===== src/rtl/nic_pkg.sv =====
package nic_pkg;

    localparam int NSRC   = 8;
    localparam int IDX_W  = $clog2(NSRC);
    localparam int VEC_W  = 8;
    localparam int BASE_W = VEC_W - IDX_W;

    typedef logic [NSRC-1:0]   src_mask_t;
    typedef logic [IDX_W-1:0]  src_idx_t;
    typedef logic [BASE_W-1:0] vec_base_t;

    typedef enum logic {
        WR_BASE = 1'b0,
        WR_EOI  = 1'b1
    } wr_target_e;

    typedef struct packed {
        logic     valid;
        logic     specific;
        src_idx_t idx;
    } eoi_cmd_t;

    typedef struct packed {
        logic     found;
        src_idx_t idx;
    } prio_t;

    function automatic src_mask_t idx_to_mask(src_idx_t i);
        src_mask_t m;
        m    = '0;
        m[i] = 1'b1;
        return m;
    endfunction

    function automatic eoi_cmd_t decode_eoi(logic en, logic [VEC_W-1:0] data);
        eoi_cmd_t c;
        c.valid    = en;
        c.specific = data[IDX_W];
        c.idx      = data[IDX_W-1:0];
        return c;
    endfunction

endpackage


===== src/rtl/nic_prio_pick.sv =====
module nic_prio_pick
    import nic_pkg::*;
#(
    parameter int N_SRC = NSRC
) (
    input  logic [N_SRC-1:0] mask_i,
    output prio_t            pick_o
);
    localparam int IW = $clog2(N_SRC);

    logic [N_SRC:0]   seen;
    logic [N_SRC-1:0] onehot;

    assign seen[0] = 1'b0;

    genvar g;
    generate
        for (g = 0; g < N_SRC; g++) begin : g_chain
            assign seen[g+1]  = seen[g] | mask_i[g];
            assign onehot[g]  = mask_i[g] & ~seen[g];
        end
    endgenerate

    always_comb begin
        pick_o.found = seen[N_SRC];
        pick_o.idx   = '0;
        for (int i = 0; i < N_SRC; i++) begin
            if (onehot[i]) pick_o.idx = pick_o.idx | IW'(i);
        end
    end

    always_comb begin
        assert ($onehot0(onehot)) else $error("p_single_winner_r4");
    end
endmodule


===== src/rtl/nic_req_latch.sv =====
module nic_req_latch
    import nic_pkg::*;
#(
    parameter int N_SRC = NSRC
) (
    input  logic             clk,
    input  logic             rst,
    input  logic [N_SRC-1:0] req_i,
    input  logic [N_SRC-1:0] clr_i,
    output logic [N_SRC-1:0] pend_o
);
    logic [N_SRC-1:0] prev_q;
    logic [N_SRC-1:0] pend_q;
    logic [N_SRC-1:0] edge_w;

    assign edge_w = req_i & ~prev_q;

    always_ff @(posedge clk) begin
        if (rst) begin
            prev_q <= '0;
            pend_q <= '0;
        end else begin
            prev_q <= req_i;
            pend_q <= (pend_q & ~clr_i) | edge_w;
        end
    end

    assign pend_o = pend_q;

    // without a fresh rising edge no pending bit can appear
    p_edge_only_r2: assert property (@(posedge clk) disable iff (rst)
        (edge_w == '0) |=> ((pend_q & ~$past(pend_q)) == '0))
        else $error("p_edge_only_r2");
endmodule


===== src/rtl/nic_inservice.sv =====
module nic_inservice
    import nic_pkg::*;
#(
    parameter int N_SRC = NSRC
) (
    input  logic             clk,
    input  logic             rst,
    input  logic             set_i,
    input  src_idx_t         set_idx_i,
    input  eoi_cmd_t         eoi_i,
    output logic [N_SRC-1:0] isr_o,
    output prio_t            top_o
);
    logic [N_SRC-1:0] isr_q;
    logic [N_SRC-1:0] set_mask;
    logic [N_SRC-1:0] clr_mask;
    prio_t            top_w;

    nic_prio_pick #(.N_SRC(N_SRC)) u_top (
        .mask_i (isr_q),
        .pick_o (top_w)
    );

    always_comb begin
        set_mask = set_i ? N_SRC'(idx_to_mask(set_idx_i)) : '0;
        clr_mask = '0;
        if (eoi_i.valid) begin
            if (eoi_i.specific)
                clr_mask = N_SRC'(idx_to_mask(eoi_i.idx));
            else if (top_w.found)
                clr_mask = N_SRC'(idx_to_mask(top_w.idx));
        end
    end

    always_ff @(posedge clk) begin
        if (rst) isr_q <= '0;
        else     isr_q <= (isr_q & ~clr_mask) | set_mask;
    end

    assign isr_o = isr_q;
    assign top_o = top_w;

    // in-service bits only drop under an end-of-interrupt command
    p_isr_sticky_r13: assert property (@(posedge clk) disable iff (rst)
        !eoi_i.valid |=> (($past(isr_q) & ~isr_q) == '0))
        else $error("p_isr_sticky_r13");

    // a specific command removes the named bit
    p_spec_clear_r12: assert property (@(posedge clk) disable iff (rst)
        (eoi_i.valid && eoi_i.specific && !(set_i && set_idx_i == eoi_i.idx))
        |=> !isr_q[$past(eoi_i.idx)])
        else $error("p_spec_clear_r12");

    // a non-specific command removes at most one bit
    p_ns_single_r11: assert property (@(posedge clk) disable iff (rst)
        (eoi_i.valid && !eoi_i.specific && !set_i)
        |=> ($countones($past(isr_q) & ~isr_q) <= 1))
        else $error("p_ns_single_r11");
endmodule


===== src/rtl/nic_top.sv =====
module nic_top
    import nic_pkg::*;
(
    input  logic             clk,
    input  logic             rst,
    input  logic [NSRC-1:0]  req_i,
    input  logic             ack_i,
    input  logic             wr_en_i,
    input  logic             wr_sel_i,
    input  logic [VEC_W-1:0] wr_data_i,
    output logic             irq_o,
    output logic [VEC_W-1:0] vec_o
);
    src_mask_t  pend;
    src_mask_t  isr;
    src_mask_t  grant_clr;
    prio_t      pend_top;
    prio_t      isr_top;
    vec_base_t  base_q;
    logic [VEC_W-1:0] vec_q;
    eoi_cmd_t   eoi;
    wr_target_e wr_tgt;
    logic       grant;

    assign wr_tgt = wr_target_e'(wr_sel_i);
    assign eoi    = decode_eoi(wr_en_i && (wr_tgt == WR_EOI), wr_data_i);

    nic_req_latch #(.N_SRC(NSRC)) u_req (
        .clk    (clk),
        .rst    (rst),
        .req_i  (req_i),
        .clr_i  (grant_clr),
        .pend_o (pend)
    );

    nic_prio_pick #(.N_SRC(NSRC)) u_pick (
        .mask_i (pend),
        .pick_o (pend_top)
    );

    nic_inservice #(.N_SRC(NSRC)) u_isr (
        .clk       (clk),
        .rst       (rst),
        .set_i     (grant),
        .set_idx_i (pend_top.idx),
        .eoi_i     (eoi),
        .isr_o     (isr),
        .top_o     (isr_top)
    );

    assign irq_o     = pend_top.found && (!isr_top.found || (pend_top.idx < isr_top.idx));
    assign grant     = ack_i && irq_o;
    assign grant_clr = grant ? idx_to_mask(pend_top.idx) : '0;

    always_ff @(posedge clk) begin
        if (rst) begin
            base_q <= '0;
            vec_q  <= '0;
        end else begin
            if (wr_en_i && wr_tgt == WR_BASE)
                base_q <= wr_data_i[VEC_W-1:IDX_W];
            if (ack_i)
                vec_q <= {base_q, (grant ? pend_top.idx : {IDX_W{1'b1}})};
        end
    end

    assign vec_o = vec_q;

    // the vector carries the base held at the acknowledge edge
    p_vec_base_r5: assert property (@(posedge clk) disable iff (rst)
        ack_i |=> (vec_o[VEC_W-1:IDX_W] == $past(base_q)))
        else $error("p_vec_base_r5");

    // an empty acknowledge returns the all-ones source number
    p_idle_ack_r9: assert property (@(posedge clk) disable iff (rst)
        (ack_i && !irq_o) |=> (vec_o[IDX_W-1:0] == {IDX_W{1'b1}}))
        else $error("p_idle_ack_r9");

    // a grant adds exactly one in-service bit
    p_isr_grows_r6: assert property (@(posedge clk) disable iff (rst)
        (grant && !eoi.valid) |=> ($countones(isr) == $countones($past(isr)) + 1))
        else $error("p_isr_grows_r6");

    // vector is held between acknowledges
    p_vec_hold_r5: assert property (@(posedge clk) disable iff (rst)
        !ack_i |=> $stable(vec_o))
        else $error("p_vec_hold_r5");

    // the interrupt line needs a pending request
    p_irq_pending_r3: assert property (@(posedge clk) disable iff (rst)
        irq_o |-> (pend != '0))
        else $error("p_irq_pending_r3");
endmodule


===== config.mk =====
export PLATFORM = sky130hd
export DESIGN_NAME = nic_top
export DESIGN_NICKNAME = d
export VERILOG_FILES = /design/src/rtl/nic_pkg.sv /design/src/rtl/nic_prio_pick.sv /design/src/rtl/nic_req_latch.sv /design/src/rtl/nic_inservice.sv /design/src/rtl/nic_top.sv
export SDC_FILE = /design/constraint.sdc
export NUM_CORES = 1
export LEC_CHECK = 0
export BUFFER_PORTS_ARGS = -buffer_cell sky130_fd_sc_hd__buf_2
export CORE_MARGIN = 3
export CORE_UTILIZATION = 60
export CTS_CLUSTER_DIAMETER = 60
export DETAILED_ROUTE_END_ITERATION = 7
export PLACE_DENSITY = 0.85
export SLEW_MARGIN = 5
export SYNTH_ARGS = -nofsm -noshare
export SYNTH_HDL_FRONTEND = slang
export SYNTH_HIERARCHICAL = 1
export SYNTH_SLANG_ARGS = --single-unit

===== constraint.sdc =====
create_clock -name clk -period 4.47 [get_ports clk]
set_input_delay 0.2235 -clock clk [delete_from_list [all_inputs] [get_ports clk]]
set_output_delay 0.2235 -clock clk [all_outputs]
set_load 0.02 [all_outputs]

# After elaboration in Yosys (flattened, before gate mapping)
# Index checks and enable logic that the tools add are counted.
# op_classes
order_cmp	7
muxes	25
bitwise	51
n_reduce_logical	9
# ops
operator	n
$mux W8	4
$mux W3	9
$and A8 B8 Y8	3
$not A8 Y8	3
$or A8 B8 Y8	2
$not A1 Y1	15
$and A1 B1 Y1	14
$or A1 B1 Y1	14
$lt A3 B4 Y1 const B	3
$demux W1 S3	3
$ge A3 B1 Y1 const B	3
$mux W2	4
$logic_and A1 B1 Y1	7
$mux W1	5
$lt A3 B3 Y1	1
$logic_not A1 Y1	1
$logic_or A1 B1 Y1	1
# totals
regBits	37
in_bits	21
out_inout_bits	9
word_cells	97

# Logic depth before layout (Yosys ltp)
# Gate-level depths: netlist (run 1).
# depth
ltp_word	19
depth_mapped	10
mapped_depth_nobuf	10

# Modules after synthesis
# The synthesis (run 1) kept the hierarchy.
# modules_own_cells
mod	instances	cells_each	area_per_inst_um2	seq_area_each_um2
nic_top	1	76	693.2	260.2
nic_req_latch	1	49	564.3	320.3
nic_inservice	1	54	505.5	160.2
nic_prio_pick	2	14	82.6	0.0

# Least setup slack after synthesis (run 1)
# Ideal clock, no wire load.
# synth_path
path_kind	register -> register
start	register u_req.pend_q[4] (netlist: u_req/pend_o[4])
end	register u_req.pend_q[0] (netlist: u_req/pend_o[0])
setup_time_ps	115
arrival_ps	2607
required_ps	4355
slack_ps	1748
path_stages_with_launch	9
n_path_buf	0
period_less_slack_ps	2722
path_cell_list	dfxtp_1 nor2_1 o21ai_0 a211oi_1 ha_1 a211o_4 a2111oi_1 nand2b_1 a21oi_2
# synth_rtl
element	line	source
start, declared	nic_req_latch.sv:13	logic [N_SRC-1:0] pend_q;
start signal, assigned	nic_req_latch.sv:24	pend_q <= (pend_q & ~clr_i) | edge_w;

==> summary.md, run 1 <==
| Metric | Value |
|---|---|
| Status | `completed` |
| Type of origin of the critical path | `flip-flop` |
| Routability cong. | `between 0.9 and 1` |
| Synthesized area per cell | `9.31 µm²` |
| Setup slack, reg-to-reg | `~1600 ps` |
| Worst Hold Class | `in2reg` |
| Gr usage total | `22.7%` |
| Die Y | `roughly 63 µm` |
| Port Buffers | `29` |
| DRT iter0 DRCs | `140` |
| Setup TNS | `0 ps` |
| Via/cell ratio | `just under 6` |
| CP Class | `reg2reg` |
| CP arrival | `3090 ps` |
| # Post-CTS Setup Buffers | `0` |
| Pwr Density | `about 530 nW/µm²` |
| Chip Width | `roughly 63 µm` |
| DRT Wirelength | `slightly above 4000 µm` |
| CTS tree | `built` |
| Slew Limit Fails | `0` |
| Commonest non-fill, non-tap cell in the layout | `dfxtp_1` |
| Vias in the first global route | `roughly 1700` |
| Post-route ant nets | `0` |
| Via Count | `1662` |
| Count of final hold-check violations | `0` |
| Die ar. | `roughly 3900 µm²` |
| R2R Path Start | `u_req/pend_o[0]$_SDFF_PP0_` |
| Crit-path max FO | `10` |
| Final min period | `between 2000 and 3000 ps` |
| Mapped Cells | `between 200 and 250` |
| H-tree lvl count | `2` |
| Clock Tree Buf Depth | `2` |
| # setup viols final | `0` |
| Initial Utilization | `about two thirds` |
| Post-Synth XOR/XNOR Area | `0%` |
| RSZ-0062 raised after global routing | `false` |
| Post-DP Area | `2110 µm²` |
| Root Driver | `clkbuf_4` |
| Post-Synth Adder-Cell Area | `under 10%` |
| Seq cells post-synth | `37` |
| Max cap viols | `0` |
| TritonCTS Buffers | `5` |
| Syn. warnings | `6` |
| Seq/Total Area, Yosys | `between 30% and 40%` |
| Mux cell area share after synthesis | `under 10%` |
| Initial antenna violation count | `0` |
| Setup crit end | `u_req/pend_o[3]$_SDFF_PP0_` |
| Worst-margin pin slew | `approximately 950 ps` |
| Worst path required time | `4670 ps` |
| FFs w/ async S/R, synth | `0%` |
| Clk Latency, worst-skew pair | `~330 ps` |
| Clk sink count | `37` |
| Clock Skews | `slightly above 4 ps` |
| Crit path from | `u_req/pend_o[0]$_SDFF_PP0_` |
| Yosys cell types | `40` |
| Area grow syn2layout | `12.3%` |
| Worst-path clk slew | `approximately 100 ps` |
| Post-CTS sizing | `0` |
| R2r endpoint | `u_req/pend_o[3]$_SDFF_PP0_` |
| Layout cells sized above 1 | `around 23%` |
| Fin crit share | `~64%` |
| Row cnt | `19` |
| Hold buffers post-CTS | `0` |
| First-pass GRT wire length | `~7200 µm` |
| Main combinational cell family by area after synthesis | `simple AND/OR/NAND/NOR gates` |
| Hpwl dp | `approximately 3100 µm` |
| Mapped Nets | `230` |
| Fmax | `347 MHz` |
| Total gr overflow | `0` |
| Ant diodes | `0` |
| Nets | `about 260` |
| Crit. End Element | `flip-flop` |
| Max-slew headroom | `between 30% and 40%` |
| P_leak | `slightly below 0.9 nW` |
| R2r worst-path depth | `8` |
| Ys flop type | `dfxtp_1` |
| Synth Area in Compound Gates | `22.8%` |
| Cell area after layout | `between 2000 and 2500 µm²` |
| Max VDD drop | `411 µV` |
| Post-Synth Simple-Gate Area | `around 29%` |
| WL/cell | `between 10 and 15 µm` |
| Pin count of the biggest net entering global routing | `41` |
| DRC viols | `0` |
| Netlist Area Pre-Place | `roughly 1900 µm²` |
| Pre-Repair DR Iteration Count | `4` |
| Most frequent cells in the layout | `dfxtp_1, buf_2, nand2b_1, nor2_1, inv_1` |
| Core area | `2900 µm²` |
| IO Pins | `30` |
| Post-synth EDFFs | `0` |
==> metal layers <==
metal	wire (µm)	share of wire (%)	up-vias	GRT usage [%]
met5	0	0	-	0
met4	76	1.8	0	10.2
met3	267	6.4	12	6.29
met2	1930	47	64	36.9
met1	1870	45	756	28.0
li1	-	-	830	-
==> flip-flops by register name, summed over array words and instances (netlist names) <==
| signal | cells |
|---|---|
| u_req/prev_q | 8 |
| u_req/pend_o | 8 |
| base_q | 5 |
| vec_o | 8 |
| u_isr/isr_o | 8 |
==> worst max-delay path, stage by stage (launching register included) <==
cell and delay (ps):
dfxtp_1 380, nor4_2 300, nor2b_1 610, ha_1 350, o21ai_0 140, nand3_1 260, a2111oi_1 440, nand2b_1 200
a21oi_2 60
==> where the power goes <==
group | switching, mW | internal [mW]
sequential | 0.0598 | 0.380
combinational | 0.319 | 0.223
clock | 0.100 | 0.0742
==> metrics by stage <==
stage	power (mW)	hold WS, ps	util, %	worst slack, ps	instances
after global routing	1.24	83.9	74.7	1330	282
after global placement	0.949	442	72.8	1820	275
after CTS	1.16	84.1	74.7	1630	282
final	1.16	99.1	74.7	1590	282
after detailed placement	0.980	448	72.8	1630	275
after floorplan	0.838	307	-	1750	207
==> how the worst min path moves through the flow <==
stage / startpoint / to / cells past startpoint
after floorplan: rst / vec_o[0]$_SDFFE_PP0P_ / 1
final: req_i[2] / u_req/prev_q[2]$_SDFF_PP0_ / 2
after global placement: req_i[3] / u_req/prev_q[3]$_SDFF_PP0_ / 2
after CTS: req_i[2] / u_req/prev_q[2]$_SDFF_PP0_ / 2
after detailed placement: req_i[2] / u_req/prev_q[2]$_SDFF_PP0_ / 2
after global routing: req_i[2] / u_req/prev_q[2]$_SDFF_PP0_ / 2
==> cells by family after synthesis <==
| family | Yosys count |
|---|---|
| muxes | 10 |
| AOI/OAI and AO/OA | 52 |
| and+or+nand+nor | 90 |
| buffers and inverters | 16 |
| DFF | 37 |
| adders and majority gates | 2 |
==> cell usage after synthesis (3+ instances only) <==
| cell | count | area share [%] |
|---|---|---|
| a21oi_2 | 8 | 3.6 |
| dfxtp_1 | 37 | 38 |
| o21ai_0 | 5 | 1.3 |
| a221oi_1 | 6 | 2.7 |
| a2111oi_0 | 3 | 1.4 |
| nor2b_1 | 9 | 2.9 |
| nand2_1 | 5 | 0.97 |
| nor2_1 | 21 | 4.1 |
| and3b_1 | 3 | 1.4 |
| inv_1 | 11 | 2.1 |
| and2b_1 | 6 | 2.3 |
| nor3b_1 | 8 | 3.1 |
| mux2i_1 | 10 | 5.2 |
| a211oi_1 | 4 | 1.6 |
| nand2b_1 | 24 | 7.8 |
| a2111oi_1 | 6 | 3.1 |
| a221o_1 | 6 | 3.1 |
| a21oi_1 | 4 | 1.0 |
==> layout make-up <==
type                    instances  area (µm²)
multi-input cells             154        1120
flip-flops and latches         37         741
fillers                       232         734
repair buffers                 31         160
clock buffers                   7        55.1
well taps                      42        52.6
inverters                      11        41.3
Note: power is estimated with default switching activity, not from simulation.
==> run 2, diff against run 1 <==
- CORE_UTILIZATION: 60 -> 56
- PLACE_DENSITY: 0.85 -> 0.8
- clock period: 4.47 -> 2.8 ns (I/O delays scaled with it)
==> run 2 against run 1 <==
Against the previous run:
- sequential share of layout area shrank 1.5 points
- global-route usage decreased by 0.22 points
- final cell count increased by 3.5%
==> summary.md, run 2 (synthesis gave the netlist of run 1 again) <==
| Metric | Value |
|---|---|
| DRT Wirelength | `approximately 4100 µm` |
| Crit-path max FO | `9` |
| Initial Utilization | `approximately three fifths` |
| Ant diodes | `0` |
| Layout cells sized above 1 | `roughly 26%` |
| Die Y | `~65 µm` |
| Core area | `roughly 3200 µm²` |
| Worst path slowest cell | `a2111oi_1` |
| CTS tree | `built` |
| GRT busiest layer | `met2` |
| Post-DP Area | `roughly 2200 µm²` |
| Nets | `between 200 and 300` |
| CP arrival | `approximately 2800 ps` |
| Slew Limit Fails | `0` |
| Vias in the first global route | `around 1600` |
| TritonCTS Buffers | `5` |
| RSZ-0062 raised after global routing | `false` |
| Crit. End Element | `flip-flop` |
| Setup TNS | `0 ps` |
| Root Driver | `clkbuf_4` |
| Met1 usage | `around 30%` |
| Slowest stage delay, CP | `approximately 450 ps` |
| Routability cong. | `approximately 0.92` |
| Cell area after layout | `about 2300 µm²` |
| Setup slack, reg-to-reg | `230 ps` |
| # setup viols final | `0` |
| Row cnt | `20` |
| IO Pins | `30` |
| Commonest non-fill, non-tap cell in the layout | `dfxtp_1` |
| Worst-margin pin slew | `607 ps` |
| Type of origin of the critical path | `flip-flop` |
| Max cap viols | `0` |
| Pre-Repair DR Iteration Count | `4` |
| M2 GR Usage | `between 30% and 40%` |
| Post-route ant nets | `0` |
| Max-slew headroom | `59.1%` |
| Area grow syn2layout | `17.3%` |
| Final min period | `about 2600 ps` |
| Worst path required time | `between 3000 and 4000 ps` |
| Pwr Density | `886 nW/µm²` |
| Worst-path clk slew | `around 120 ps` |
| Worst Hold Class | `in2reg` |
| Count of final hold-check violations | `0` |
| P_leak | `about 0.9 nW` |
| Chip Width | `around 65 µm` |
| Total gr overflow | `0` |
| Via/cell ratio | `approximately 5.7` |
| Clk Latency, worst-skew pair | `between 300 and 400 ps` |
| Initial antenna violation count | `0` |
| Die ar. | `between 4000 and 5000 µm²` |
| Fmax | `between 300 and 400 MHz` |
| DRC viols | `0` |
| CP Buf/Inv Count | `1` |
| First-pass GRT wire length | `7470 µm` |
| # Post-CTS Setup Buffers | `0` |
| Hpwl dp | `3100 µm` |
| # fillers | `between 200 and 300` |
| Crit-path cells | `nor4_2 > nor2b_2 > inv_1 > ha_1 > nand3b_1 > a211o_4 > a2111oi_1 > nand2b_1 > a21oi_2` |
| WL/cell | `roughly 14 µm` |
| Pin count of the biggest net entering global routing | `24` |
| Clk sink count | `37` |
| Delay-heaviest family, CP | `simple AND/OR/NAND/NOR gates` |
| Status | `completed` |
| Fin crit share | `between 90% and 100%` |
| CP Class | `reg2reg` |
| Util after Layout | `a little under three quarters` |
| Most frequent cells in the layout | `dfxtp_1, buf_2, nand2b_1, nor2_1, inv_1` |
| Gr usage total | `between 20% and 30%` |
| Via Count | `roughly 1700` |
| Clock Skews | `10.2 ps` |
| DRT iter0 DRCs | `98` |
| Met3 usage | `around 4.7%` |
| Max VDD drop | `499 µV` |
| Port Buffers | `29` |
| H-tree lvl count | `2` |
| Clock Tree Buf Depth | `2` |
-- run 2: changes by cell type in the layout (fill, tap and decap cells not counted), sizes merged --
cell	before	now
dlygate4sd3	0	1
clkinv	0	1
buf	31	37
clkinvlp	0	1
clkbuf	7	5
bufinv	0	1
-- run 2: stage by stage --
step / worst slack, ps / hold WS, ps / std cells / total power [mW]
CTS: 187 / 3.89 / 291 / 2.00
global route: 39.5 / 4.83 / 292 / 2.17
global placement: 267 / 359 / 283 / 1.62
detailed placement: 224 / 370 / 283 / 1.62
floorplan: 78.1 / 223 / 207 / 1.34
finish: 230 / 8.54 / 292 / 2.00
-- run 2: final timing paths --
path                             start                    endpoint  depth (start not counted)
max          u_isr/isr_o[1]$_SDFF_PP0_  u_req/pend_o[3]$_SDFF_PP0_                          9
min                           req_i[6]  u_req/prev_q[6]$_SDFF_PP0_                          2
max reg2reg  u_isr/isr_o[1]$_SDFF_PP0_  u_req/pend_o[3]$_SDFF_PP0_                          9
min reg2reg      vec_o[2]$_SDFFE_PP0P_       vec_o[2]$_SDFFE_PP0P_                          2
-- run 2: report_power, final --
group | switching [mW] | internal (mW) | total (mW) | leakage (nW)
Sequential | 0.0812 | 0.607 | 0.689 | 0.305
Combinational | 0.528 | 0.414 | 0.943 | 0.576
Clock | 0.184 | 0.189 | 0.373 | 0.0414
Total | 0.794 | 1.21 | 2.00 | 0.923
-- run 2: metal layers --
layer / up-vias / part of all wire (%)
li1: 838 / -
met1: 772 / 47
met2: 57 / 45
met3: 6 / 7.0
met4: 0 / 1.5
met5: - / 0
-- run 2: what timing repair did --
| action | in CTS | in global routing |
|---|---|---|
| hold buffers | 0 | 1 |
| endpoints found under the hold margin | 0 | 1 |
| endpoints found under the setup margin | 0 | 3 |
| resized for setup | 0 | 1 |
-- run 2: worst reg2reg max path: stages, from the launching register on --
cell and delay, ps:
dfxtp_1 380, nor4_2 320, nor2b_2 260, inv_1 60, ha_1 200, nand3b_1 200
a211o_4 380, a2111oi_1 450, nand2b_1 180, a21oi_2 60
-- run 2: final cells by class --
cell class | instances | area, µm² | share of cell area, %
Multi-Input combinational cell | 154 | 1130 | 49.8
Clock inverter | 3 | 46.3 | 2.05
Sequential cell | 37 | 741 | 32.7
Tap cell | 44 | 55.1 | 2.43
Clock buffer | 5 | 37.5 | 1.66
Inverter | 11 | 41.3 | 1.83
Timing Repair Buffer | 38 | 215 | 9.51
==> run 3, diff against run 2 <==
- CORE_MARGIN: 3 -> default
- CORE_UTILIZATION: 56 -> 55
- PLACE_DENSITY: 0.8 -> 0.79
- SYNTH_HIERARCHICAL: 1 -> default
==> run 3 against run 2 <==
Against the previous run:
- count of clock-buffer cells in the layout grew 1
- synthesized cell count is 2.4% lower
- clock skew down 1.2 ps
- highest routed layer unchanged
- wire length is 5.5% lower
- sequential share of layout area is 3.3 points higher
- critical endpoint is now irq_o
==> summary.md, run 3 <==
| Metric | Value |
|---|---|
| Pre-Repair DR Iteration Count | `4` |
| IO Pins | `30` |
| Clock Skews | `~9.0 ps` |
| Crit-path max FO | `6` |
| Clk Latency, worst-skew pair | `about 350 ps` |
| Crit path from | `u_req.pend_o[0]$_SDFF_PP0_` |
| Worst Hold Class | `in2reg` |
| Worst-path clk slew | `110 ps` |
| Gr usage total | `about a quarter` |
| Type of origin of the critical path | `flip-flop` |
| CP Class | `reg2out` |
| Clock Tree Buf Depth | `2` |
| Chip Width | `roughly 60 µm` |
| Area grow syn2layout | `12.9%` |
| DRT Wirelength | `approximately 3900 µm` |
| Count of final hold-check violations | `0` |
| Initial antenna violation count | `0` |
| Worst path slowest cell | `or4_1` |
| Number of instances in the placed design | `267` |
| Internal Power | `0.870 mW` |
| Fin crit share | `~96%` |
| Synth Area in Compound Gates | `24.1%` |
| Via Count | `1609` |
| Clk sink count | `37` |
| Die Y | `around 60 µm` |
| Final min period | `about 2700 ps` |
| Root Driver | `clkbuf_4` |
| Core area | `between 3000 and 4000 µm²` |
| Synth top area cells | `dfxtp_1, nor2b_1, mux2i_1, nor2_1, o21ai_0` |
| First-pass GRT wire length | `6500 µm` |
| DRT iter0 DRCs | `around 100` |
| Fmax | `between 300 and 400 MHz` |
| Mapped Nets | `224` |
| Vias in the first global route | `~1500` |
| Seq cells post-synth | `37` |
| H-tree lvl count | `2` |
| Max cap viols | `0` |
| RSZ-0062 raised after global routing | `false` |
| Commonest cells in the netlist | `dfxtp_1, nor2_1, nor2b_1` |
| Post-route ant nets | `0` |
| Combinational power share | `between 30% and 40%` |
| Max-slew headroom | `61.2%` |
| Delay-heaviest family, CP | `compound AO/OA/AOI/OAI gates` |
| Sw Ratio | `between 30% and 40%` |
| Slew Limit Fails | `0` |
| Share of the synthesized area in the top cell type | `between 40 and 50%` |
| CTS tree | `built` |
| Total gr overflow | `0` |
| CP Buf/Inv Count | `1` |
| Seq/Total Area, Yosys | `40.7%` |
| CP arrival | `between 2000 and 3000 ps` |
| TritonCTS Buffers | `5` |
| Row cnt | `20` |
| Final non-filler cell total | `~280` |
| Main combinational cell family by area after synthesis | `compound AO/OA/AOI/OAI gates` |
| DRC viols | `0` |
| Clk network pwr share | `between 20% and 30%` |
| Hold Path Origin | `req_i[5]` |
| Ys flop type | `dfxtp_1` |
| Status | `completed` |
| Syn. warnings | `0` |
| Crit-path cells | `or4_1 > a21oi_1 > ha_1 > o21ai_0 > a311oi_4 > a211oi_4 > buf_2` |
| Netlist Area Pre-Place | `between 1500 and 2000 µm²` |
| R2R Path Start | `u_req.pend_o[0]$_SDFF_PP0_` |
| # setup viols final | `0` |
| WL/cell | `around 14 µm` |
| Post-Synth XOR/XNOR Area | `0%` |
| Post-Synth Adder-Cell Area | `0.688%` |
| Yosys top cell by area | `dfxtp_1` |
| Worst-margin pin slew | `581 ps` |
| Top-count cell post-synth | `dfxtp_1` |
| Post-CTS sizing | `0` |
| Layout cells sized above 1 | `22.2%` |
| Switching power | `~0.48 mW` |
| Mux cell area share after synthesis | `under 10%` |
| Most frequent cells in the layout | `dfxtp_1, buf_2, nor2_1, nor2b_1, o21ai_0` |
| Routability cong. | `0.823` |
| Slowest stage delay, CP | `roughly 640 ps` |
| Max VDD drop | `about 430 µV` |
| Initial Utilization | `about 60%` |
| Pin count of the biggest net entering global routing | `28` |
| Worst path required time | `roughly 2700 ps` |
| Hpwl dp | `between 2000 and 3000 µm` |
| Via/cell ratio | `roughly 5.8` |
| Post-Synth Simple-Gate Area | `about a quarter` |
| Die ar. | `3540 µm²` |
| Yosys cell types | `47` |
| Post-synth EDFFs | `0` |
| Pwr Density | `between 600 and 700 nW/µm²` |
| Flop pwr share | `between 40% and 50%` |
| Nets | `around 260` |
| P_leak | `just under 0.9 nW` |
| Synthesized area per cell | `roughly 9 µm²` |
| Crit. End Element | `output port` |
| Mapped Cells | `around 200` |
| Commonest non-fill, non-tap cell in the layout | `dfxtp_1` |
| Ant diodes | `0` |
| Port Buffers | `29` |
| FFs w/ async S/R, synth | `0%` |
| Setup TNS | `0 ps` |
[run 3: metal layers]
metal  part of all wire [%]  track usage (%)  wire [µm]  vias up
met5                      0                0          0        -
met4                   0.59             6.64         23        0
met3                    5.8             8.95        227        2
met2                     45             37.6       1770       59
met1                     48             32.7       1890      747
li1                       -                -          -      801
[run 3: kinds of logic after synthesis]
logic type,Yosys count
DFF,37
buffers and inverters,18
AOI/OAI and AO/OA,54
muxes,10
and+or+nand+nor,82
adders and majority gates,1
[run 3: power by group through the flow]
stage	sequential, mW	clock [mW]	combinational, mW
after floorplan	0.618	0	0.309
after global placement	0.613	0	0.412
after detailed placement	0.614	0	0.417
after CTS	0.603	0.298	0.439
after global routing	0.611	0.325	0.497
final	0.603	0.291	0.456
[run 3: cell type report]
type                            instances  area (µm²)
Fill cell                             296        1050
Multi-Input combinational cell        147         975
Sequential cell                        37         741
Timing Repair Buffer                   35         195
Tap cell                               44        55.1
Clock buffer                            6        51.3
Inverter                                8        30.0
Clock inverter                          1        7.51
[run 3: what timing repair did]
action / in CTS / in global routing
hold buffers: 1 / 1
setup buffers: 1 / 1
hold endpoints to repair: 1 / 1
pin swaps: 1 / 1
endpoints found under the setup margin: 1 / 1
[run 3: through the flow]
| step | cell area [µm²] | power, mW | util [%] | worst slack [ps] | hold slack [ps] |
|---|---|---|---|---|---|
| floorplan | 1820 | 0.928 | - | 437 | 268 |
| global placement | 1960 | 1.03 | 63.2 | 362 | 360 |
| detailed placement | 1960 | 1.03 | 63.2 | 291 | 368 |
| CTS | 2040 | 1.34 | 65.6 | 41.0 | 0.844 |
| global route | 2050 | 1.43 | 66.2 | 10.3 | 2.29 |
| finish | 2050 | 1.35 | 66.2 | 110 | 6.21 |
[run 3: final timing paths]
check | to | slack [ps] | depth (start not counted)
worst max-delay path | irq_o | 110 | 7
worst min-delay path | u_req.prev_q[5]$_SDFF_PP0_ | 6 | 2
worst max register to register | u_isr.isr_o[4]$_SDFF_PP0_ | 250 | 8
worst min register to register | vec_o[2]$_SDFFE_PP0P_ | 480 | 2
